===== config.mk =====
export PLATFORM = sky130hd
export DESIGN_NAME = m2m_copy_chan
export DESIGN_NICKNAME = d
export VERILOG_FILES = /design/src/rtl/m2m_copy_pkg.sv /design/src/rtl/m2m_csr.sv /design/src/rtl/m2m_lane_pack.sv /design/src/rtl/m2m_mover.sv /design/src/rtl/m2m_copy_chan.sv
export SDC_FILE = /design/constraint.sdc
export NUM_CORES = 1
export LEC_CHECK = 0
export ABC_AREA = 1
export CAP_MARGIN = 10
export CORE_MARGIN = 2
export CORE_UTILIZATION = 46
export DETAILED_ROUTE_END_ITERATION = 12
export DONT_BUFFER_PORTS = 1
export PLACE_DENSITY = 0.65
export SYNTH_ARGS = -nofsm -noshare
export SYNTH_HDL_FRONTEND = slang
export SYNTH_SLANG_ARGS = --single-unit

===== constraint.sdc =====
create_clock -name clk -period 10.38 [get_ports clk]
set_clock_uncertainty 0.1 [all_clocks]
set_input_delay 0.519 -clock clk [delete_from_list [all_inputs] [get_ports clk]]
set_output_delay 0.519 -clock clk [all_outputs]
set_load 0.1 [all_outputs]

===== src/rtl/m2m_copy_pkg.sv =====
package m2m_copy_pkg;

   localparam int CFG_W = 32;

   // register byte offsets
   localparam logic [7:0] OFS_FLAG   = 8'h00;
   localparam logic [7:0] OFS_IEN    = 8'h04;
   localparam logic [7:0] OFS_GO     = 8'h08;
   localparam logic [7:0] OFS_RST    = 8'h0C;
   localparam logic [7:0] OFS_STOP   = 8'h14;
   localparam logic [7:0] OFS_SRC_LO = 8'h1C;
   localparam logic [7:0] OFS_DST_LO = 8'h20;
   localparam logic [7:0] OFS_LEN    = 8'h24;
   localparam logic [7:0] OFS_SRC_HI = 8'h60;
   localparam logic [7:0] OFS_DST_HI = 8'h64;

   typedef enum logic [1:0] {
      MV_IDLE = 2'd0,
      MV_RD   = 2'd1,
      MV_WAIT = 2'd2,
      MV_WR   = 2'd3
   } mv_state_e;

   // one-cycle command pulses decoded from register writes
   typedef struct packed {
      logic start;
      logic warm;
      logic hard;
      logic stop;
   } cmd_t;

endpackage


===== src/rtl/m2m_csr.sv =====
module m2m_csr import m2m_copy_pkg::*; #(
   parameter int ADDR_W = 64,
   parameter int LEN_W  = 28,
   parameter int REG_AW = 8
) (
   input  logic                clk,
   input  logic                rst_n,
   input  logic                cfg_we,
   input  logic [REG_AW-1:0]   cfg_addr,
   input  logic [CFG_W-1:0]    cfg_wdata,
   output logic [CFG_W-1:0]    cfg_rdata,
   input  logic                busy,
   input  logic                done,
   output cmd_t                cmd,
   output logic [ADDR_W-1:0]   src_addr,
   output logic [ADDR_W-1:0]   dst_addr,
   output logic [LEN_W-1:0]    len_val,
   output logic                irq_flag,
   output logic                irq_en
);
   localparam int HI_W = ADDR_W - CFG_W;

   logic [CFG_W-1:0] src_lo_q, dst_lo_q;
   logic [HI_W-1:0]  src_hi_q, dst_hi_q;
   logic [LEN_W-1:0] len_q;
   logic             flag_q, ien_q;

   function automatic logic hit(input logic [7:0] ofs);
      return cfg_we && (cfg_addr == REG_AW'(ofs));
   endfunction

   always_comb begin
      cmd.start = hit(OFS_GO)   && cfg_wdata[0];
      cmd.warm  = hit(OFS_RST)  && cfg_wdata[0];
      cmd.hard  = hit(OFS_RST)  && cfg_wdata[1];
      cmd.stop  = hit(OFS_STOP) && cfg_wdata[0];
   end

   always_ff @(posedge clk or negedge rst_n) begin
      if (!rst_n) begin
         src_lo_q <= '0; dst_lo_q <= '0; src_hi_q <= '0; dst_hi_q <= '0;
         len_q <= '0; flag_q <= 1'b0; ien_q <= 1'b0;
      end else if (cmd.hard) begin
         src_lo_q <= '0; dst_lo_q <= '0; src_hi_q <= '0; dst_hi_q <= '0;
         len_q <= '0; flag_q <= 1'b0; ien_q <= 1'b0;
      end else begin
         if (hit(OFS_SRC_LO)) src_lo_q <= cfg_wdata;
         if (hit(OFS_DST_LO)) dst_lo_q <= cfg_wdata;
         if (hit(OFS_SRC_HI)) src_hi_q <= cfg_wdata[HI_W-1:0];
         if (hit(OFS_DST_HI)) dst_hi_q <= cfg_wdata[HI_W-1:0];
         if (hit(OFS_LEN))    len_q    <= cfg_wdata[LEN_W-1:0];
         if (hit(OFS_IEN))    ien_q    <= cfg_wdata[0];
         // hardware set outranks a software clear in the same cycle
         if (done)                                 flag_q <= 1'b1;
         else if (hit(OFS_FLAG) && cfg_wdata[0])   flag_q <= 1'b0;
      end
   end

   always_comb begin
      cfg_rdata = '0;
      case (cfg_addr)
         REG_AW'(OFS_FLAG):   cfg_rdata = CFG_W'(flag_q);
         REG_AW'(OFS_IEN):    cfg_rdata = CFG_W'(ien_q);
         REG_AW'(OFS_GO):     cfg_rdata = CFG_W'(busy);
         REG_AW'(OFS_SRC_LO): cfg_rdata = src_lo_q;
         REG_AW'(OFS_DST_LO): cfg_rdata = dst_lo_q;
         REG_AW'(OFS_LEN):    cfg_rdata = CFG_W'(len_q);
         REG_AW'(OFS_SRC_HI): cfg_rdata = CFG_W'(src_hi_q);
         REG_AW'(OFS_DST_HI): cfg_rdata = CFG_W'(dst_hi_q);
         default:             cfg_rdata = '0;
      endcase
   end

   assign src_addr = {src_hi_q, src_lo_q};
   assign dst_addr = {dst_hi_q, dst_lo_q};
   assign len_val  = len_q;
   assign irq_flag = flag_q;
   assign irq_en   = ien_q;

endmodule


===== src/rtl/m2m_lane_pack.sv =====
module m2m_lane_pack #(
   parameter int LANES = 4,
   localparam int LW   = $clog2(LANES),
   localparam int DW   = 8 * LANES
) (
   input  logic [DW-1:0]    rdata,
   input  logic [LW-1:0]    s_off,
   input  logic [LW-1:0]    d_off,
   input  logic [LW:0]      nbytes,
   output logic [DW-1:0]    wdata,
   output logic [LANES-1:0] be
);
   // destination lane j takes source lane s_off + (j - d_off)
   always_comb begin
      be    = '0;
      wdata = '0;
      for (int j = 0; j < LANES; j++) begin
         if ((j >= int'(d_off)) && ((j - int'(d_off)) < int'(nbytes))) begin
            be[j]           = 1'b1;
            wdata[8*j +: 8] = rdata[8*(int'(s_off) + j - int'(d_off)) +: 8];
         end
      end
   end
endmodule


===== src/rtl/m2m_mover.sv =====
module m2m_mover import m2m_copy_pkg::*; #(
   parameter int ADDR_W = 64,
   parameter int LEN_W  = 28,
   parameter int LANES  = 4,
   localparam int LW    = $clog2(LANES),
   localparam int DW    = 8 * LANES
) (
   input  logic              clk,
   input  logic              rst_n,
   input  logic              start,
   input  logic              abort,
   input  logic              stop,
   input  logic [ADDR_W-1:0] src_in,
   input  logic [ADDR_W-1:0] dst_in,
   input  logic [LEN_W-1:0]  len_in,
   output logic              busy,
   output logic              done,
   output logic              mem_req_valid,
   input  logic              mem_req_ready,
   output logic              mem_req_write,
   output logic [ADDR_W-1:0] mem_req_addr,
   output logic [DW-1:0]     mem_req_wdata,
   output logic [LANES-1:0]  mem_req_be,
   input  logic              mem_rsp_valid,
   input  logic [DW-1:0]     mem_rsp_rdata
);
   mv_state_e         state;
   logic [ADDR_W-1:0] cur_src, cur_dst;
   logic [LEN_W-1:0]  rem;
   logic [DW-1:0]     word_q;
   logic              stop_q;

   logic [LW:0]       s_room, d_room, room, n_chunk;
   logic              last, hs;
   logic [DW-1:0]     pk_data;
   logic [LANES-1:0]  pk_be;

   // bytes this step: limited by remaining count and both word boundaries
   always_comb begin
      s_room  = (LW+1)'(LANES) - (LW+1)'(cur_src[LW-1:0]);
      d_room  = (LW+1)'(LANES) - (LW+1)'(cur_dst[LW-1:0]);
      room    = (s_room < d_room) ? s_room : d_room;
      n_chunk = (rem < LEN_W'(room)) ? rem[LW:0] : room;
      last    = (rem == LEN_W'(n_chunk));
   end

   m2m_lane_pack #(.LANES(LANES)) u_pack (
      .rdata  (word_q),
      .s_off  (cur_src[LW-1:0]),
      .d_off  (cur_dst[LW-1:0]),
      .nbytes (n_chunk),
      .wdata  (pk_data),
      .be     (pk_be)
   );

   assign hs            = mem_req_valid && mem_req_ready;
   assign busy          = (state != MV_IDLE);
   assign mem_req_valid = (state == MV_RD) || (state == MV_WR);
   assign mem_req_write = (state == MV_WR);
   assign mem_req_addr  = (state == MV_WR) ? {cur_dst[ADDR_W-1:LW], {LW{1'b0}}}
                                           : {cur_src[ADDR_W-1:LW], {LW{1'b0}}};
   assign mem_req_wdata = pk_data;
   assign mem_req_be    = (state == MV_WR) ? pk_be : {LANES{1'b1}};
   assign done = !abort &&
                 (((state == MV_WR) && hs && (last || stop_q)) ||
                  ((state == MV_IDLE) && start && (len_in == '0)));

   always_ff @(posedge clk or negedge rst_n) begin
      if (!rst_n) begin
         state <= MV_IDLE; cur_src <= '0; cur_dst <= '0; rem <= '0;
         word_q <= '0; stop_q <= 1'b0;
      end else if (abort) begin
         state  <= MV_IDLE;
         stop_q <= 1'b0;
      end else begin
         if (stop && busy) stop_q <= 1'b1;
         case (state)
            MV_IDLE: if (start && (len_in != '0)) begin
               cur_src <= src_in;
               cur_dst <= dst_in;
               rem     <= len_in;
               stop_q  <= 1'b0;
               state   <= MV_RD;
            end
            MV_RD:   if (hs) state <= MV_WAIT;
            MV_WAIT: if (mem_rsp_valid) begin
               word_q <= mem_rsp_rdata;
               state  <= MV_WR;
            end
            MV_WR:   if (hs) begin
               cur_src <= cur_src + ADDR_W'(n_chunk);
               cur_dst <= cur_dst + ADDR_W'(n_chunk);
               rem     <= rem - LEN_W'(n_chunk);
               state   <= (last || stop_q) ? MV_IDLE : MV_RD;
            end
            default: state <= MV_IDLE;
         endcase
      end
   end
endmodule


===== src/rtl/m2m_copy_chan.sv =====
module m2m_copy_chan import m2m_copy_pkg::*; #(
   parameter int ADDR_W  = 64,
   parameter int LEN_W   = 28,
   parameter int LANES   = 4,
   parameter int REG_AW  = 8,
   parameter bit IRQ_REG = 1'b0,
   localparam int DW     = 8 * LANES
) (
   input  logic              clk,
   input  logic              rst_n,
   input  logic              cfg_we,
   input  logic [REG_AW-1:0] cfg_addr,
   input  logic [CFG_W-1:0]  cfg_wdata,
   output logic [CFG_W-1:0]  cfg_rdata,
   output logic              irq,
   output logic              mem_req_valid,
   input  logic              mem_req_ready,
   output logic              mem_req_write,
   output logic [ADDR_W-1:0] mem_req_addr,
   output logic [DW-1:0]     mem_req_wdata,
   output logic [LANES-1:0]  mem_req_be,
   input  logic              mem_rsp_valid,
   input  logic [DW-1:0]     mem_rsp_rdata
);
   // elaboration-time parameter checks
   if (ADDR_W <= CFG_W || ADDR_W > 2*CFG_W) begin : g_bad_addr
      $error("ADDR_W must lie in 33..64");
   end
   if (LEN_W > CFG_W || LEN_W <= $clog2(LANES)) begin : g_bad_len
      $error("LEN_W out of range");
   end
   if (LANES < 2 || (LANES & (LANES - 1)) != 0) begin : g_bad_lanes
      $error("LANES must be a power of two, at least 2");
   end
   if (REG_AW < 7) begin : g_bad_aw
      $error("REG_AW too narrow for the register map");
   end

   cmd_t              cmd;
   logic              mv_busy, mv_done, mv_abort, irq_flag, irq_en;
   logic [ADDR_W-1:0] src_addr, dst_addr;
   logic [LEN_W-1:0]  len_val;

   m2m_csr #(.ADDR_W(ADDR_W), .LEN_W(LEN_W), .REG_AW(REG_AW)) u_csr (
      .clk(clk), .rst_n(rst_n), .cfg_we(cfg_we), .cfg_addr(cfg_addr),
      .cfg_wdata(cfg_wdata), .cfg_rdata(cfg_rdata), .busy(mv_busy),
      .done(mv_done), .cmd(cmd), .src_addr(src_addr), .dst_addr(dst_addr),
      .len_val(len_val), .irq_flag(irq_flag), .irq_en(irq_en)
   );

   assign mv_abort = cmd.warm | cmd.hard;

   m2m_mover #(.ADDR_W(ADDR_W), .LEN_W(LEN_W), .LANES(LANES)) u_mv (
      .clk(clk), .rst_n(rst_n), .start(cmd.start), .abort(mv_abort),
      .stop(cmd.stop), .src_in(src_addr), .dst_in(dst_addr), .len_in(len_val),
      .busy(mv_busy), .done(mv_done), .mem_req_valid(mem_req_valid),
      .mem_req_ready(mem_req_ready), .mem_req_write(mem_req_write),
      .mem_req_addr(mem_req_addr), .mem_req_wdata(mem_req_wdata),
      .mem_req_be(mem_req_be), .mem_rsp_valid(mem_rsp_valid),
      .mem_rsp_rdata(mem_rsp_rdata)
   );

   if (IRQ_REG) begin : g_irq_reg
      always_ff @(posedge clk or negedge rst_n) begin
         if (!rst_n) irq <= 1'b0;
         else        irq <= irq_flag & irq_en;
      end
   end else begin : g_irq_comb
      assign irq = irq_flag & irq_en;
   end

endmodule


======== Word-level counts from Yosys, hierarchy flattened ========
Index checks and enable logic that the tools add are counted.
word-level totals
  output and inout bits ................... 135
  input bits .............................. 77
  register bits ........................... 349
cells by class
  reduce and logical (&&, ||, !) cells .... 46
  add/sub/neg operators ................... 16
  multiplexer cells ....................... 48
  eq/ne operators ......................... 19
  shift operators ......................... 4
  bitwise gates (word level) .............. 3
  $lt $le $gt $ge ......................... 9
operators by type and width
  kind                  number
  $mux W64              5
  $mux W32              8
  $pmux W32 S8          1
  $pmux W64 S2          2
  $add A64 B3 Y64       2
  $mux W28              4
  $shiftx A32 B7 Y8     3
  $pmux W28 S2          1
  $mux W8               4
  $shiftx A32 B6 Y8     1
  $eq A28 B3 Y1         1
  $logic_not A28 Y1     1
  $lt A28 B3 Y1         1
  $reduce_bool A28 Y1   1
  $sub A28 B3 Y28       1
  $logic_and A1 B1 Y1   26
  $eq A8 B4 Y1 const B  2
  $eq A8 B5 Y1 const B  2
  $eq A8 B6 Y1 const B  2
  $eq A8 B7 Y1 const B  2
  $lt A3 B4 Y1          4
  $reduce_bool A2 Y1    8
  $mux W1               14
  $sub A3 B2 Y4         3
  other kinds (30)      46

======== Depth between registers and ports, before layout ========
  depth in word-level cells ............... 12
  gate-level depth with buffers ........... 28

======== Modules after synthesis ========
Synthesis repeated with hierarchy kept, for this count alone.
second synthesis, totals
  cell total of the unflattened synthesis .. 4167
  area total of the unflattened synthesis .. 26083.8 µm²
by module, submodules not included
  module         area each (µm²)  instances  cells an instance
  m2m_mover      16141.7          1          2765
  m2m_csr        8284.2           1          1064
  m2m_lane_pack  1639.1           1          333
  m2m_copy_chan  18.8             1          5

======== Worst setup path before layout ========
No wires, ideal clock.
  path type ............................... register -> output
  start ................................... reg u_mv.cur_dst[1]
  end ..................................... out mem_req_wdata[24]
  setup slack ............................. 2.024 ns
  data arrival time ....................... 7.737 ns
  stages on the path, launching flop included .. 19
  path buffers ............................ 0
  cell sequence ........................... dfrtp_1 inv_1 ha_1 inv_1 ha_1 a21oi_1 nand2_1 nand2_1 nand2_1 nand2_1 nand2_1 nand2_1 nand2_4 a21oi_1 ha_1 inv_1 ha_1 o21a_1 a2111oi_0
on the way
  word-level cells in the longest chain between the ends .. 7
  elaborated cells between the ends (all ways) .. 10
  classes of those cells .................. add/sub: 3; order compare: 3; shift: 1; mux: 3
ends and longest elaborated chain
  element                 RTL line             text
  from (decl)             m2m_mover.sv:28      logic [ADDR_W-1:0] cur_src, cur_dst;
  from (signal assigned)  m2m_mover.sv:80      cur_dst <= dst_in;
  from (signal assigned)  m2m_mover.sv:92      cur_dst <= cur_dst + ADDR_W'(n_chunk);
  $sub A3 B2 Y3           m2m_mover.sv:41      d_room = (LW+1)'(LANES) - (LW+1)'(cur_dst[LW-1:0]);
  $lt A3 B3 Y1            m2m_mover.sv:42      room = (s_room < d_room) ? s_room : d_room;
  $mux W3                 m2m_mover.sv:42
  $lt A28 B3 Y1           m2m_mover.sv:43      n_chunk = (rem < LEN_W'(room)) ? rem[LW:0] : room;
  $mux W3                 m2m_mover.sv:43
  $lt A3 B4 Y1            m2m_lane_pack.sv:18  if ((j >= int'(d_off)) && ((j - int'(d_off)) < int'(nbytes))) begin
  $mux W8 *               m2m_lane_pack.sv:18
  to (decl)               m2m_copy_chan.sv:20  output logic [DW-1:0] mem_req_wdata,
Mark *: on every way between the ends. The rest lies on a longest branch, timed or not.

======== Worst setup path in the final report ========
  start ................................... reg u_mv.cur_dst[1]
  end ..................................... out mem_req_wdata[22]
on the way
  word-level cells in the longest chain between the ends .. 8
  elaborated cells between the ends (all ways) .. 12
  classes of those cells .................. add/sub: 3; order compare: 4; shift: 1; mux: 3; reduce/logical: 1
ends and longest elaborated chain
  element              RTL line
  $sub A3 B2 Y3        m2m_mover.sv:41
  $lt A3 B3 Y1         m2m_mover.sv:42
  $mux W3              m2m_mover.sv:42
  $lt A28 B3 Y1        m2m_mover.sv:43
  $mux W3              m2m_mover.sv:43
  $lt A3 B4 Y1         m2m_lane_pack.sv:18
  $logic_and A1 B1 Y1  m2m_lane_pack.sv:18
  $mux W8 *            m2m_lane_pack.sv:18
Marks and branches as above.

==> summary.txt <==
GRT
  • Initial antenna violation count: 4
  • Grt total ovfl: 0
  • GR Util All Layers: 38.9%
  • Wire length of the first global-routing pass: around 150 mm
  • Vias in the first global route: roughly 22k
  • Largest net degree at the start of global routing: between 300 and 400

Floorplan
  • Starting Density: between 40% and 50%
  • Num rows: between 80 and 90
  • Ports: roughly 210
  • Placeable Area: slightly below 0.05 mm^2
  • Die area: around 0.052 mm^2
  • Die Y: around 230 um
  • Overall die width: about 230 um

STA
  • Hold Worst Slack: -0.0909 ns
  • Final Hold Fails: 39
  • Clock period minus final worst setup slack: just over 6 ns
  • Rel. slew slack: 13.3%
  • Crit share post-route: 58.5%
  • Fmax: approximately 160 MHz
  • Least-Margin Pin Slew: between 1 and 1.5 ns
  • Final setup viols: 0
  • Slew Limit Fails: 0
  • Setup TNS: 0 ns
  • RSZ-0062 raised after global routing: no

Layout
  • Ant. Diodes: 0
  • Most common cell after layout, fill and taps aside: nand2_1
  • Final net count: 3459
  • Sequential Area: 0.00873 mm^2
  • Commonest non-fill, non-tap cells in the layout: nand2_1 (769), inv_1 (475), dfrtp_1 (349), nor2_1 (313), o21ai_0 (311)
  • Synthesis-to-layout area growth: 14.8%
  • Share of layout cells above drive strength 1: between 10% and 20%
  • Area of the multi-input gates: roughly 0.012 mm^2
  • Final instance area: approximately 0.026 mm^2
  • # fillers: approximately 4.8k

Critical path
  • Critical path startpoint: u_mv.cur_dst[1]
  • Crit-path slowest cell: a21oi_2
  • Critical-path cell list: inv_1 > ha_1 > inv_1 > ha_1 > a21oi_1 > nand2_1 > nand2_1 > nand2_1 > nand2_1 > nand2_1 > nand2_1 > nand2_4 > a21oi_1 > ha_1 > inv_1 > a21oi_1 > or2_1 > nand3_1 > or3b_1 > a21oi_2
  • Slowest cell delay on critical path: around 0.95 ns
  • Top Family by Delay on Critical Path: compound AO/OA/AOI/OAI gates
  • Kind of critical path: flip-flop to output pin
  • WP buf/inv: 3
  • CP arrival: between 5 and 6 ns
  • WP data required: approximately 10 ns
  • Crit-path most repeated cell: nand2_1
  • Worst setup SP type: flip-flop
  • Critical Path End Type: output pin
  • Crit-path max FO: 9
  • Reg2reg start: u_mv.cur_dst[1]

Logic synthesis
  • Post-synth EDFFs: 0
  • Yosys cell types: between 50 and 60
  • Top FF cell, synth: dfrtp_1
  • Post-Syn Instances: approximately 3.4k
  • Mapped cell area: ~0.023 mm^2
  • #FFs+latches synth: roughly 350
  • Synth Warn #: 0
  • Async set or reset register ratio after synthesis: 100%
  • Syn avg cell area: between 6 and 7 um^2
  • Seq/Total Area, Yosys: a little under two fifths

Clock network
  • Clk buf depth: 3
  • Root buffer selected by CTS: clkbuf_16
  • TritonCTS Buffers: 43
  • CTS sink count: around 350
  • Clock latency on the worst-skew pair: about 0.63 ns
  • Postcts setup bufs: 0
  • Post-CTS sizing: 0
  • Worst-path clk slew: 0.06 ns
  • CTS tree: built
  • H-tree levels: 2

Flow run
  • Max Cap Viol: 0

Routing
  • DR vias: about 24k
  • Vias per inst: around 6
  • Final WL: between 100 and 150 mm
  • Initial DRC count: about 3.3k
  • Detail Route Antenna Nets: 0
  • Remaining DRCs: 0
  • First-pass DRT Iterations: 6
  • DR WL/cell: ~25 um

Placed design
  • Placed inst area: about 0.025 mm^2
  • HPWL after DPL: ~76 mm
  • Gpl congestion: between 0.9 and 1
  • Port buffer count: 0

Status
  • Failing checks: hold timing
  • Status: finished, violations left

Min path
  • Worst min-delay path category: input pin to async pin
==> repair_timing <==
action                                 4_1_cts  5_1_grt
setup endpoints to repair                    0        0
hold buffers                                27        0
endpoints found under the hold margin      374        0
==> registers in the layout, summed over array words and instances, names as in the netlist <==
register        count
u_csr.dst_lo_q     32
u_csr.len_val      28
u_mv.stop_q         1
u_mv.word_q        32
u_csr.src_lo_q     32
u_mv.cur_dst       64
u_csr.dst_hi_q     32
u_mv.cur_src       64
u_csr.irq_flag      1
u_mv.state          2
u_mv.rem           28
u_csr.src_hi_q     32
u_csr.irq_en        1
==> metal layers <==
layer | GRT usage, % | part of all wire [%] | vias up
met5 | 0 | 0.022 | -
met3 | 9.40 | 12 | 201
met2 | 56.0 | 42 | 1376
met1 | 56.2 | 42 | 11700
li1 | - | - | 11100
met4 | 14.6 | 4.3 | 4
==> path summary, 6_finish.rpt <==
check,endpoint,slack (ns),cells after the start
setup / recovery,mem_req_wdata[22],4.30,20
hold / removal,u_mv.cur_src[37],-0.09,2
setup reg to reg,u_mv.cur_dst[54],5.43,24
hold reg to reg,u_csr.dst_hi_q[19],0.38,2
max in group asynchronous,u_csr.dst_lo_q[31],8.60,3
min in group clk,u_mv.word_q[1],0.02,2
==> stage by stage <==
stage | utilization, % | setup slack, ns | cells
floorplan | - | 2.02 | 3377
finish | 53.8 | 4.30 | 4043
CTS | 53.7 | 4.26 | 4041
detailed placement | 50.1 | 4.89 | 3938
global route | 53.8 | 3.83 | 4043
global placement | 50.1 | 4.98 | 3938
==> Yosys cell counts (8+ instances only) <==
library cell  number  area, um^2
nand2_1          771        2890
nand3_1          191         956
nor4_1            43         269
xor2_1            32         280
nor2_1           315        1180
mux2_2            18         203
nor2_2            13        81.3
nand3_2            9        90.1
o211ai_1          28         210
o21ai_1           62         310
nand2_2           14        87.6
buf_1             13        48.8
ha_1              31         388
a221oi_1          24         210
nand2_4            8        90.1
o21ai_0          398        1990
nand4_1           45         282
a21oi_1          139         696
dfrtp_1          349        8730
clkbuf_1         126         473
inv_1            477        1790
nor3_1            95         475
o22ai_1           82         513
buf_2             10        50.1
==> cell type report <==
class                      instances  area share (%)
timing repair buffer              77            4.05
sequential                       349            33.0
inverter                         488            6.96
clock inverter                    15           0.914
tap                              664            3.14
multi-input combinational       2389            47.2
clock buffer                      61            4.63
==> cell families (layout without fill, tap and decap cells) <==
group	after synthesis	after routing	share of synthesized area (%)
AO/OA/AOI/OAI	758	758	18.0
XOR/XNOR	35	35	1.33
buffers and inverters	639	641	10.5
adder cells (fa/ha/maj)	34	34	1.95
multiplexers	18	18	0.881
other	1	2	0.0163
flip-flops	349	349	37.9
AND/OR/NAND/NOR	1542	1542	29.4
Power is left out: the tool's default activity adds up to more than one toggle a clock period on the data nets, which glitch-free logic cannot reach.
